<file path="config.mk">
export PLATFORM = sky130hd
export DESIGN_NAME = stereo_serial_tx
export DESIGN_NICKNAME = d
export VERILOG_FILES = /design/src/rtl/stereo_serial_tx.sv
export SDC_FILE = /design/constraint.sdc
export NUM_CORES = 1
export LEC_CHECK = 0
export ABC_AREA = 1
export BUFFER_PORTS_ARGS = -buffer_cell sky130_fd_sc_hd__buf_4
export CORE_MARGIN = 10
export CORE_UTILIZATION = 50
export CTS_BUF_LIST = sky130_fd_sc_hd__clkbuf_8
export DETAILED_ROUTE_END_ITERATION = 10
export PLACE_DENSITY = 0.66
export SLEW_MARGIN = 25
export SYNTH_ARGS = -nofsm -noshare
export SYNTH_HDL_FRONTEND = slang
export SYNTH_SLANG_ARGS = --single-unit
export TNS_END_PERCENT = 30
</file>
<file path="constraint.sdc">
create_clock -name clk -period 8.91 [get_ports clk]
set_input_delay 1.3365 -clock clk [delete_from_list [all_inputs] [get_ports clk]]
set_output_delay 1.3365 -clock clk [all_outputs]
set_load 0.01 [all_outputs]
</file>
<file path="src/rtl/stereo_serial_tx.sv">
module stereo_serial_tx #(
  parameter int WORD_W      = 24,
  parameter int FRAME_SLOTS = 64
) (
  input  logic              clk,
  input  logic              rst_n,
  input  logic              bclk_tick,
  input  logic              pd,
  input  logic              master_sel,
  input  logic              fmt_i2s,
  input  logic [WORD_W-1:0] left_word,
  input  logic [WORD_W-1:0] right_word,
  input  logic              word_valid,
  input  logic              bclk_in,
  input  logic              fclk_in,
  output logic              sdata,
  output logic              bclk_out,
  output logic              bclk_oe,
  output logic              fclk_out,
  output logic              fclk_oe
);
  localparam int HALF = FRAME_SLOTS / 2;
  localparam int CW   = $clog2(FRAME_SLOTS);
  localparam int IW   = CW + 1;
  localparam logic [CW-1:0] LAST = CW'(FRAME_SLOTS - 1);

  logic [WORD_W-1:0] stage_l, stage_r, hold_l, hold_r;
  logic [CW-1:0] mcnt, slot;
  logic [2:0] bsync;
  logic [1:0] lsync;
  logic bck_q, lr_q, sd_q, lr_prev;

  logic [CW-1:0] mcnt_n, slot_n;
  logic [IW-1:0] pos;
  logic [WORD_W-1:0] word, shifted;
  logic left_lvl, lr_now, fall_ev, edge_ev, is_left, cap, bit_ok, bit_val;

  assign left_lvl = ~fmt_i2s;
  assign mcnt_n   = (mcnt == LAST) ? '0 : mcnt + 1'b1;
  assign fall_ev  = master_sel ? (bclk_tick & bck_q) : (bsync[2] & ~bsync[1]);
  assign lr_now   = master_sel ? ((mcnt_n < CW'(HALF)) ? left_lvl : ~left_lvl) : lsync[1];
  assign edge_ev  = master_sel ? (mcnt_n == '0 || mcnt_n == CW'(HALF)) : (lr_now != lr_prev);
  assign slot_n   = edge_ev ? '0 : ((slot == LAST) ? slot : slot + 1'b1);
  assign is_left  = (lr_now == left_lvl);
  assign cap      = edge_ev & is_left;
  assign word     = is_left ? (cap ? stage_l : hold_l) : hold_r;
  assign pos      = {1'b0, slot_n} - IW'(fmt_i2s);
  assign bit_ok   = !(fmt_i2s && slot_n == '0) && (pos < IW'(WORD_W));
  assign shifted  = word << pos;
  assign bit_val  = bit_ok & shifted[WORD_W-1];

  always_ff @(posedge clk or negedge rst_n) begin
    if (!rst_n) begin
      stage_l <= '0;
      stage_r <= '0;
      hold_l  <= '0;
      hold_r  <= '0;
      mcnt    <= LAST;
      slot    <= LAST;
      bsync   <= '0;
      lsync   <= '0;
      bck_q   <= 1'b0;
      lr_q    <= 1'b0;
      sd_q    <= 1'b0;
      lr_prev <= 1'b0;
    end else begin
      bsync <= {bsync[1:0], bclk_in};
      lsync <= {lsync[0], fclk_in};
      if (word_valid) begin
        stage_l <= left_word;
        stage_r <= right_word;
      end
      if (pd) begin
        bck_q   <= 1'b0;
        lr_q    <= 1'b0;
        sd_q    <= 1'b0;
        mcnt    <= LAST;
        slot    <= LAST;
        lr_prev <= 1'b0;
      end else begin
        if (!master_sel) begin
          bck_q <= 1'b0;
          lr_q  <= 1'b0;
        end else if (bclk_tick) begin
          bck_q <= ~bck_q;
        end
        if (fall_ev) begin
          if (master_sel) begin
            mcnt <= mcnt_n;
            lr_q <= lr_now;
          end
          slot    <= slot_n;
          lr_prev <= lr_now;
          sd_q    <= bit_val;
          if (cap) begin
            hold_l <= stage_l;
            hold_r <= stage_r;
          end
        end
      end
    end
  end

  assign sdata    = sd_q;
  assign bclk_out = bck_q;
  assign fclk_out = lr_q;
  assign bclk_oe  = master_sel;
  assign fclk_oe  = master_sel;
endmodule


</file>
-- Word level (Yosys, flattened, before mapping)
Index checks and enable logic that the tools add are counted.
- input port bits: 57
- output and inout bits: 5
- register bits: 117
- logic and storage cells: 68
- $add $sub $neg: 3
- $lt $le $gt $ge: 2
- multiplexer cells: 25
- bitwise operators: 8
- equal/unequal tests: 6
- shift operators: 1
- reductions and logical operators: 11
- operators by type and width (operator ; count):
    24-bit two-way mux ; 2
    6-bit two-way mux ; 8
    24-bit by 7-bit << shifter with 24-bit output ; 1
    6-bit == test, second input constant ; 3
    1-bit two-way mux ; 15
    6-bit by 1-bit adder with 6-bit output, second input constant ; 2
    6-bit zero test ; 2
    7-bit by 5-bit less-than comparator with 1-bit output, second input constant ; 1
    6-bit by 1-bit subtractor with 7-bit output ; 1
    6-bit less-than comparator, second input constant ; 1
    1-bit bitwise AND ; 4
    1-bit inverter ; 4
    2-bit AND reduction ; 2
    2-bit nonzero test ; 2
    3-bit inequality test, second input constant ; 1
    3-bit AND reduction ; 1
    1-bit logical AND ; 2
    1-bit == test ; 1
    1-bit zero test ; 1
    1-bit logical OR ; 1
    1-bit inequality test ; 1

-- Logic depth before layout (Yosys ltp)
Gate-level depths: netlist (run 1).
- depth in word-level cells: 15
- mapped depth: 25
- mapped depth without buffers: 24

-- Worst setup path before layout (run 1)
OpenSTA, ideal clock, no wires.
- path kind: input to register
- from: input master_sel
- to: register sd_q (netlist: sdata)
- cell stages on the path: 19
- library setup time: 116 ps
- path buffers: 1
- required time: 8794 ps
- data arrival time: 3667 ps
- setup slack: 5127 ps
- path through: or2_2 nand2_2 nand2_2 a21boi_4 o21ai_1 ha_1 ha_1 clkbuf_1 clkinv_1 o21ai_0 o22ai_1 nor2_1 nor2_1 nand2_1 nand3_1 nand2_1 nor2_1 nand2_1 nand2_1
- longest elaborated chain between the ends: 11
- elaborated cells between the ends (all ways): 20
- classes of those cells: 1 x add/sub; 1 x order compare; 2 x eq/ne; 1 x shift; 8 x mux; 2 x bitwise; 5 x reduce/logical
- RTL lines (what ; line ; source):
    start, declared ; 9 ; input logic master_sel,
    branches (longest 11 deep; another with 6-bit by 1-bit subtractor with 7-bit output) ; -- ;
    end signal, assigned ; 94 ; sd_q <= bit_val;
    end, declared ; 31 ; logic bck_q, lr_q, sd_q, lr_prev;
Several ways; the timed one is not identified. The select of a mux whose other input is x is not followed.
A chain may end at the register's enable or synchronous reset.

-- Worst setup path in the final report (run 1)
- from: register mcnt[0]
- to: register sd_q (netlist: sdata)
- longest elaborated chain between the ends: 15
- elaborated cells between the ends (all ways): 26
- classes of those cells: 2 x add/sub; 2 x order compare; 4 x eq/ne; 1 x shift; 9 x mux; 2 x bitwise; 6 x reduce/logical
- RTL lines (what ; line ; source):
    start, declared ; 28 ; logic [CW-1:0] mcnt, slot;
    start signal, assigned ; 89 ; mcnt <= mcnt_n;
    6-bit by 1-bit adder with 6-bit output or 6-bit == test (tied branches) ; 39 ; assign mcnt_n = (mcnt == LAST) ? '0 : mcnt + 1'b1;
    6-bit two-way mux * ; 39 ;
    branches (longest 10 deep; another with 6-bit by 1-bit subtractor with 7-bit output) ; -- ;
    1-bit bitwise AND * ; 50 ; assign bit_val = bit_ok & shifted[WORD_W-1];
    1-bit two-way mux * ; 87 ; if (fall_ev) begin
    1-bit two-way mux * ; 73 ; if (pd) begin
Mark *: on every way between the ends. The select of a mux whose other input is x is not followed.

==> out/results.ini, run 1 <==
[worst_hold_path]
hold_class = register to register

[clock_tree]
htreeDepth = 4
cts_root_buffer = clkbuf_8
numCtsBuffers = 17
holdBufCountCts = 0
clock_latency_ns = 0.44
cts.clk_slew.worst_paths_ns = 0.07
postCtsSetupBuffers = 0
cts-resized-gates = 0
cts_buffer_depth = 2
clock_sinks = 117
cts_tree = done

[logic_synthesis]
synth.mux.area_fraction_pct = 0.6061
synth_top_area_share_pct = 47.14
synth_ff_type = dfrtp_1
synth_seq_cells = 117
yosys.area_share.simple_pct = 21.98
synthTopCellsByCount = 183 x nand2_1, 115 x o21ai_0, 105 x dfrtp_1
synth_compound_area_share_pct = 14.10
ys_async_sr_fraction_pct = 100.0
syn_avg_cell_area_sq_um = 8.055
netlist_area_sq_um = 5574
synth_top_family_by_area = simple AND/OR/NAND/NOR gates
synth_cells = 692
synthAdderAreaFrac_pct = 0.8979
yosys.area.top_type = dfrtp_1
synthXorXnorAreaFrac_pct = 0.7632
yosysUniqueCellTypes = 32
seq_area_frac_synth_pct = 52.79
ys_top_cells_by_area = dfrtp_1 47%, nand2_1 12%, o21ai_0 10%
synth_most_common_cell = nand2_1
yosysWarningCount = 0
synth_edf_count = 0
synth_nets = 753

[timing]
finalSetupTns_ns = 0
worst_slack_ns = 4.386
skew_ns = 0.01225
rsz0062_at_grt = no
relSlewSlack_pct = 39.61
tightest_slew_ns = 0.9037
finalHoldViolCount = 0
timing.fmax_mhz = 221.1
whs_ns = 0.3493
min_period_ns = 4.524
drv_slew = 0
fin_crit_sh_pct = 50.77
final-setup-viol-count = 0

[critical_path]
cp_data_required_time_ns = 9.24
worstPathMaxFanout = 21
worstSetupPathType = register to register
worstSetupEndpointType = register
worstPathArrival_ns = 4.85
cp-start-kind = register

[drt]
drc = 0
vias_per_cell = 5.136
drtIter0Drc = 423
drtAntennaViolNets = 0
num_vias = 4592
firstDrtPassIters = 5
wl_per_cell_um = 14.41
wl_um = 12880

[grt]
grt_pass1_wl_um = 22270
antenna_found_initial = 0
grt_pass1_vias = 4589
grt.total_usage_pct = 16.98
overflow = 0
grt_max_degree = 94

[placed_design]
place_congestion = 0.8832
preCtsSetupSlack_ns = 4.020
dp.cells = 862
dp_hpwl_um = 8966
post_dp_cell_area_sq_um = 6070
portBuffers = 61

[floorplanning]
fp.dieW_um = 125.6
boundaryPins = 62
rows = 38
dieArea_sq_um = 15770
die_h_um = 125.6
coreArea_sq_um = 10890
start_util_pct = 51.20

[power_and_ir_drop]
ir_drop_mv = 0.1901
leakage_nw = 3.301
power.total_mw = 1.511
p_per_area_nw_per_um2 = 233.6

[flow_run]
cap_violations = 0

[cells_and_area]
diodes = 0
utilization_pct = 59.41
postLayoutCellArea_sq_um = 6469
nNetsFinal = 802
area_growth_pct = 16.05
drive_above_1_share_pct = 16.58
final_cells = 894

[outcome]
status = complete, no violations

## flip-flops by register name (all words and copies together) (netlist names)
name      flops
bsync         3
hold_l       24
stage_r      24
mcnt          6
slot          6
lsync         2
stage_l      24
hold_r       24
fclk_out      1
sdata         1
lr_prev       1
bclk_out      1
## power breakdown
group	switching (mW)	internal [mW]	total (mW)
logic	0.228	0.133	0.362
clock network	0.231	0.258	0.489
registers	0.0452	0.616	0.661
## critical path: stages, from the launching register on
cell and delay, ns:
dfstp_2 0.56, ha_1 0.18, nand2_1 0.13, o21ai_0 0.17, o21ai_0 0.13, nand3_1 0.47, a21boi_4 0.51, o21ai_1 0.20
ha_1 0.73, inv_1 0.44, o21ai_0 0.26, o22ai_1 0.10, nor2_1 0.11, nor2_1 0.07, nand2_1 0.08, nand3_1 0.08
nand2_1 0.06, nor2_1 0.04, nand2_1 0.05, nand2_1 0.04
## cell type report
cell class	instances	area [sq um]
Fill cell	997	4419
Sequential cell	117	2943
Multi-Input combinational cell	451	2137
Timing Repair Buffer	63	473.0
Inverter	91	341.6
Clock buffer	18	247.7
Tap cell	140	175.2
Clock inverter	14	151.4
## routing by layer
metal  part of all wire [%]  global-route usage [%]  routed length (um)
met1                     47                   22.62                6096
met2                     47                   26.30                6026
met3                    4.1                   4.014                 527
met4                    1.8                   6.233                 231
met5                      0                       0                   0
## layout by cell type, fill, tap and decap left out, types with 7 or more instances in the layout
master	n
a21oi_1	8
a22oi_1	7
buf_4	63
clkbuf_8	18
dfrtp_1	105
dfstp_2	12
inv_1	89
nand2_1	183
nand2_2	7
nand3_1	65
nor2_1	30
o21ai_0	115
o21ai_1	8
## path summary, 6_finish.rpt
| path | to | cells past startpoint | start | slack [ns] |
|---|---|---|---|---|
| max | sdata | 19 | mcnt[0] | 4.39 |
| min | lsync[1] | 0 | lsync[0] | 0.35 |
| max reg2reg | sdata | 19 | mcnt[0] | 4.39 |
| min reg2reg | lsync[1] | 0 | lsync[0] | 0.35 |
| max in group asynchronous | hold_r[1] | 2 | rst_n | 6.70 |
| min in group asynchronous | stage_r[19] | 1 | rst_n | 0.90 |
## cell families (layout without fill, tap and decap cells)
logic type	count (synthesis)	in the layout
muxes	3	3
adders and majority gates	4	4
buffers and inverters	124	186
AOI/OAI and AO/OA	147	147
and+or+nand+nor	293	293
xor gates and xnor gates	4	4
DFF	117	117
(Power assumes the default switching activity.)
==> run 2: changes to the inputs <==
==> constraint.sdc (replaced) <==
create_clock -name clk -period 4.4 [get_ports clk]
set_input_delay 0.66 -clock clk [delete_from_list [all_inputs] [get_ports clk]]
set_output_delay 0.66 -clock clk [all_outputs]
set_load 0.01 [all_outputs]
==> run 2 against run 1 <==
Compared with the run above: worst hold slack lost 0.12 ns; non-clock buffer count grew 4; final cell count grew 0.34%; core utilization grew 0.11 points; clock skew is essentially flat; combinational power grew 110%; first-iteration DRC count shrank 11%; largest power group unchanged; highest routed layer unchanged.
==> out/results.ini, run 2 (same netlist as run 1, synthesis figures left out) <==
[floorplanning]
rows = 38
boundaryPins = 62
die_h_um = 125.6
coreArea_sq_um = 10890
dieArea_sq_um = 15770
start_util_pct = 51.20
fp.dieW_um = 125.6

[timing]
finalHoldViolCount = 0
skew_ns = 0.01246
rsz0062_at_grt = no
timing.fmax_mhz = 251.3
min_period_ns = 3.979
finalSetupTns_ns = 0
fin_crit_sh_pct = 90.42
final-setup-viol-count = 0
drv_slew = 0
tightest_slew_ns = 0.9592
relSlewSlack_pct = 35.90

[grt]
grt.total_usage_pct = 16.80
overflow = 0
grt_max_degree = 94
grt_pass1_vias = 4637
grt_pass1_wl_um = 21960
antenna_found_initial = 0

[cells_and_area]
diodes = 0
drive_above_1_share_pct = 16.91
postLayoutCellArea_sq_um = 6481
layout_commonest_cell = nand2_1
area_growth_pct = 16.27
nNetsFinal = 806
final_cell_mix = 183 x nand2_1, 115 x o21ai_0, 105 x dfrtp_1
fillerInstances = 1018

[clock_tree]
htreeDepth = 4
cts_buffer_depth = 2
cts_root_buffer = clkbuf_8
clock_sinks = 117
numCtsBuffers = 17
holdBufCountCts = 0
clock_latency_ns = 0.45
postCtsSetupBuffers = 0
cts_tree = done
cts.clk_slew.worst_paths_ns = 0.06
cts-resized-gates = 0

[drt]
num_vias = 4648
drc = 0
wl_um = 12630
drtAntennaViolNets = 0
drtIter0Drc = 375
vias_per_cell = 5.182
wl_per_cell_um = 14.08
firstDrtPassIters = 5

[critical_path]
critPathMaxStageDelay_ns = 0.56
cp-start-kind = register
cp_data_required_time_ns = 4.73
worstSetupStartpoint = mcnt[0]
worstSetupEndpointType = register
worst_path_most_repeated_cell = nand2_1
reg2reg_from = mcnt[0]
worstPathMaxFanout = 14
crit_slowest_cell = dfstp_2
worst-path-buf-inv = 1
worstSetupPathType = register to register
cp_cell_sequence = ha_1 -> nand2_1 -> o21ai_1 -> nand2_1 -> nand3_1 -> nand3_2 -> nand2_2 -> nand2_2 -> a21boi_4 -> o21ai_1 -> ha_1 -> ha_1 -> clkinv_1 -> o21ai_0 -> o22ai_1 -> nor2_1 -> nor2_1 -> nand2_1 -> nand3_1 -> nand2_1 -> nor2_1 -> nand2_1 -> nand2_1
cp_top_family = simple AND/OR/NAND/NOR gates
worstPathArrival_ns = 4.31

[outcome]
status = complete, no violations

[placed_design]
dp_hpwl_um = 8827
place_congestion = 0.8726
portBuffers = 61
post_dp_cell_area_sq_um = 6100

[flow_run]
cap_violations = 0

[power_and_ir_drop]
leakage_nw = 3.315
p_per_area_nw_per_um2 = 464.5
ir_drop_mv = 0.2220

[worst_hold_path]
hold_class = input pin to async pin

-- run 2: through the flow --
| stage | util (%) | cells | hold slack [ns] | power [mW] | setup slack, ns |
|---|---|---|---|---|---|
| CTS | 59.53 | 897 | 0.2457 | 3.033 | 0.4175 |
| detailed placement | 56.02 | 866 | 0.3393 | 2.090 | 0.4678 |
| finish | 59.53 | 897 | 0.2277 | 3.011 | 0.4213 |
| global placement | 56.02 | 866 | 0.3338 | 2.066 | 0.6892 |
| global route | 59.53 | 897 | 0.2858 | 3.219 | 0.02686 |
| floorplan | - | 692 | 0.3312 | 1.861 | 1.127 |
-- run 2: worst reg2reg max path, cell delays in order (launching register included) --
cell and delay, ns:
dfstp_2 0.56, ha_1 0.17, nand2_1 0.12, o21ai_1 0.14, nand2_1 0.09, nand3_1 0.09
nand3_2 0.10, nand2_2 0.09, nand2_2 0.08, a21boi_4 0.38, o21ai_1 0.20, ha_1 0.24
ha_1 0.51, clkinv_1 0.33, o21ai_0 0.16, o22ai_1 0.11, nor2_1 0.10, nor2_1 0.07
nand2_1 0.07, nand3_1 0.07, nand2_1 0.06, nor2_1 0.04, nand2_1 0.05, nand2_1 0.04
-- run 2: per-layer routing --
layer / track usage [%] / part of all wire, % / vias to the layer above
met5: 0 / 0 / -
li1: - / - / 2318
met3: 5.112 / 5.1 / 21
met1: 21.87 / 48 / 2189
met2: 25.66 / 45 / 120
met4: 6.436 / 1.5 / 0
-- run 2: layout make-up --
| type | count | area [sq um] | share of cell area [%] |
|---|---|---|---|
| multi-input cells | 451 | 2137 | 32.97 |
| well taps | 140 | 175.2 | 2.703 |
| inverters | 91 | 341.6 | 5.270 |
| clock buffers | 22 | 302.8 | 4.672 |
| flip-flops and latches | 117 | 2943 | 45.41 |
| clock inverters | 9 | 78.83 | 1.216 |
| repair buffers | 67 | 503.0 | 7.761 |
-- run 2: report_power, final --
part | switching, mW | internal [mW] | leakage [nW]
Clock | 0.421 | 0.512 | 0.195
Sequential | 0.0868 | 1.25 | 1.45
Combinational | 0.468 | 0.275 | 1.67
Total | 0.976 | 2.03 | 3.32
-- run 2: worst paths after layout --
path,to,slack [ns],cells after the start
setup / recovery,sdata,0.42,23
hold / removal,bclk_out,0.23,1
setup reg to reg,sdata,0.42,23
hold reg to reg,bsync[1],0.35,0
max in group asynchronous,hold_l[12],3.26,2
min in group clk,bsync[0],0.32,1
==> run 3: changes to the inputs <==
--- a/config.mk
+++ b/config.mk
@@ -7,11 +7,13 @@
 export LEC_CHECK = 0
 export ABC_AREA = 1
 export BUFFER_PORTS_ARGS = -buffer_cell sky130_fd_sc_hd__buf_4
+export CELL_PAD_IN_SITES_DETAIL_PLACEMENT = 0
+export CELL_PAD_IN_SITES_GLOBAL_PLACEMENT = 1
 export CORE_MARGIN = 10
-export CORE_UTILIZATION = 50
+export CORE_UTILIZATION = 45
 export CTS_BUF_LIST = sky130_fd_sc_hd__clkbuf_8
 export DETAILED_ROUTE_END_ITERATION = 10
-export PLACE_DENSITY = 0.66
+export PLACE_DENSITY = 0.78
 export SLEW_MARGIN = 25
 export SYNTH_ARGS = -nofsm -noshare
 export SYNTH_HDL_FRONTEND = slang
==> run 3 against run 2 <==
Compared with the run above: worst setup slack improved by 0.22 ns; largest power group unchanged; first-iteration DRC count is 14% lower; final cell count up 3.5%; largest cell class unchanged; combinational power rose by 0.5%.
==> out/results.ini, run 3 (same netlist as run 1, synthesis figures left out) <==
[outcome]
status = complete, no violations

[timing]
fin_crit_sh_pct = 85.46
finalHoldViolCount = 0
min_period_ns = 3.760
final-setup-viol-count = 0
skew_ns = 0.01153
relSlewSlack_pct = 48.45
drv_slew = 0
tightest_slew_ns = 0.7733
rsz0062_at_grt = no
timing.fmax_mhz = 266.0
finalSetupTns_ns = 0

[drt]
wl_um = 12900
vias_per_cell = 4.944
num_vias = 4588
wl_per_cell_um = 13.90
drtIter0Drc = 324
drtAntennaViolNets = 0
drc = 0
firstDrtPassIters = 5

[cells_and_area]
final_cell_mix = 183 x nand2_1, 115 x o21ai_0, 105 x dfrtp_1
drive_above_1_share_pct = 17.11
area_growth_pct = 18.56
utilization_pct = 54.79
layout_commonest_cell = nand2_1
diodes = 0
nNetsFinal = 808

[grt]
grt.total_usage_pct = 15.23
grt_max_degree = 94
antenna_found_initial = 0
grt_pass1_wl_um = 21700
overflow = 0
grt_pass1_vias = 4510

[placed_design]
dp_hpwl_um = 8964
place_congestion = 0.8548
portBuffers = 61

[power_and_ir_drop]
p_comb_share_pct = 23.3
power.share.sequential_pct = 41.6
leakage_nw = 3.372
ir_drop_mv = 0.3441
p_per_area_nw_per_um2 = 486.3
clockPowerShare_pct = 35.2
p_switching_uw = 975.6
p_int_mw = 2.238
switching_share_pct = 30.36

[clock_tree]
htreeDepth = 4
numCtsBuffers = 17
cts-resized-gates = 0
cts_buffer_depth = 2
cts_root_buffer = clkbuf_8
clock_sinks = 117
holdBufCountCts = 0
postCtsSetupBuffers = 0
cts.clk_slew.worst_paths_ns = 0.07
clock_latency_ns = 0.44
cts_tree = done

[critical_path]
worstSetupStartpoint = mcnt[0]
reg2reg_from = mcnt[0]
worstPathMaxFanout = 14
worstPathArrival_ns = 4.09
cp_data_required_time_ns = 4.73
cp-start-kind = register
worstSetupEndpointType = register
worstSetupPathType = register to register

[floorplanning]
fp.dieW_um = 131.3
rows = 40
boundaryPins = 62
dieArea_sq_um = 17240
die_h_um = 131.3
coreArea_sq_um = 12060
start_util_pct = 46.21

[flow_run]
cap_violations = 0

[worst_hold_path]
hold_class = input pin to async pin

==> run 3: per-layer routing <==
| layer | vias up | routed length [um] | global-route usage [%] |
|---|---|---|---|
| met1 | 2126 | 6338 | 19.43 |
| met2 | 101 | 5765 | 23.21 |
| met3 | 24 | 534 | 4.954 |
| li1 | 2337 | - | - |
| met4 | 0 | 260 | 6.428 |
| met5 | - | 0 | 0 |
==> run 3: final cells by class <==
| cell class | instances | area [sq um] |
|---|---|---|
| multi-input cells | 451 | 2137 |
| well taps | 168 | 210.2 |
| inverters | 91 | 341.6 |
| repair buffers | 69 | 518.0 |
| clock inverters | 12 | 183.9 |
| fillers | 1137 | 5453 |
| clock buffers | 20 | 275.3 |
| flip-flops and latches | 117 | 2943 |
==> run 3: power groups by stage <==
stage | clock [mW] | sequential (mW) | combinational (mW)
final | 1.13 | 1.34 | 0.747
after global placement | 0 | 1.35 | 0.739
after floorplan | 0 | 1.32 | 0.537
after CTS | 1.16 | 1.34 | 0.756
after detailed placement | 0 | 1.35 | 0.751
after global routing | 1.21 | 1.35 | 0.868
==> run 3: per-stage QoR <==
step / instance area (sq um) / worst slack (ns) / instances / power [mW] / hold WS, ns
after floorplan: 5574 / 1.127 / 692 / 1.861 / 0.3312
after global placement: 6150 / 0.8179 / 896 / 2.092 / 0.3349
after detailed placement: 6150 / 0.7230 / 896 / 2.105 / 0.3395
after CTS: 6609 / 0.6940 / 928 / 3.253 / 0.1566
after global routing: 6609 / 0.3215 / 928 / 3.433 / 0.1735
final: 6609 / 0.6399 / 928 / 3.214 / 0.1683
==> run 3: worst max-delay path: stages (launching register included) <==
cell	delay, ns
dfstp_2	0.56
ha_1	0.18
nand2_1	0.12
o21ai_0	0.16
o21ai_0	0.13
nand3_1	0.11
buf_4	0.21
a21boi_4	0.43
o21ai_1	0.19
ha_1	0.24
ha_1	0.30
clkinv_1	0.25
o21ai_0	0.16
o22ai_1	0.10
nor2_1	0.10
nor2_1	0.06
nand2_1	0.08
nand3_1	0.07
nand2_1	0.06
nor2_1	0.04
nand2_1	0.05
nand2_1	0.04
==> run 3: final timing paths <==
check / cells after the start / end / slack [ns]
max: 21 / sdata / 0.64
min reg2reg: 0 / lsync[1] / 0.35
max reg2reg: 21 / sdata / 0.64
min in group clk: 1 / lsync[0] / 0.33
max in group asynchronous: 2 / slot[5] / 3.31
min: 1 / bclk_out / 0.17
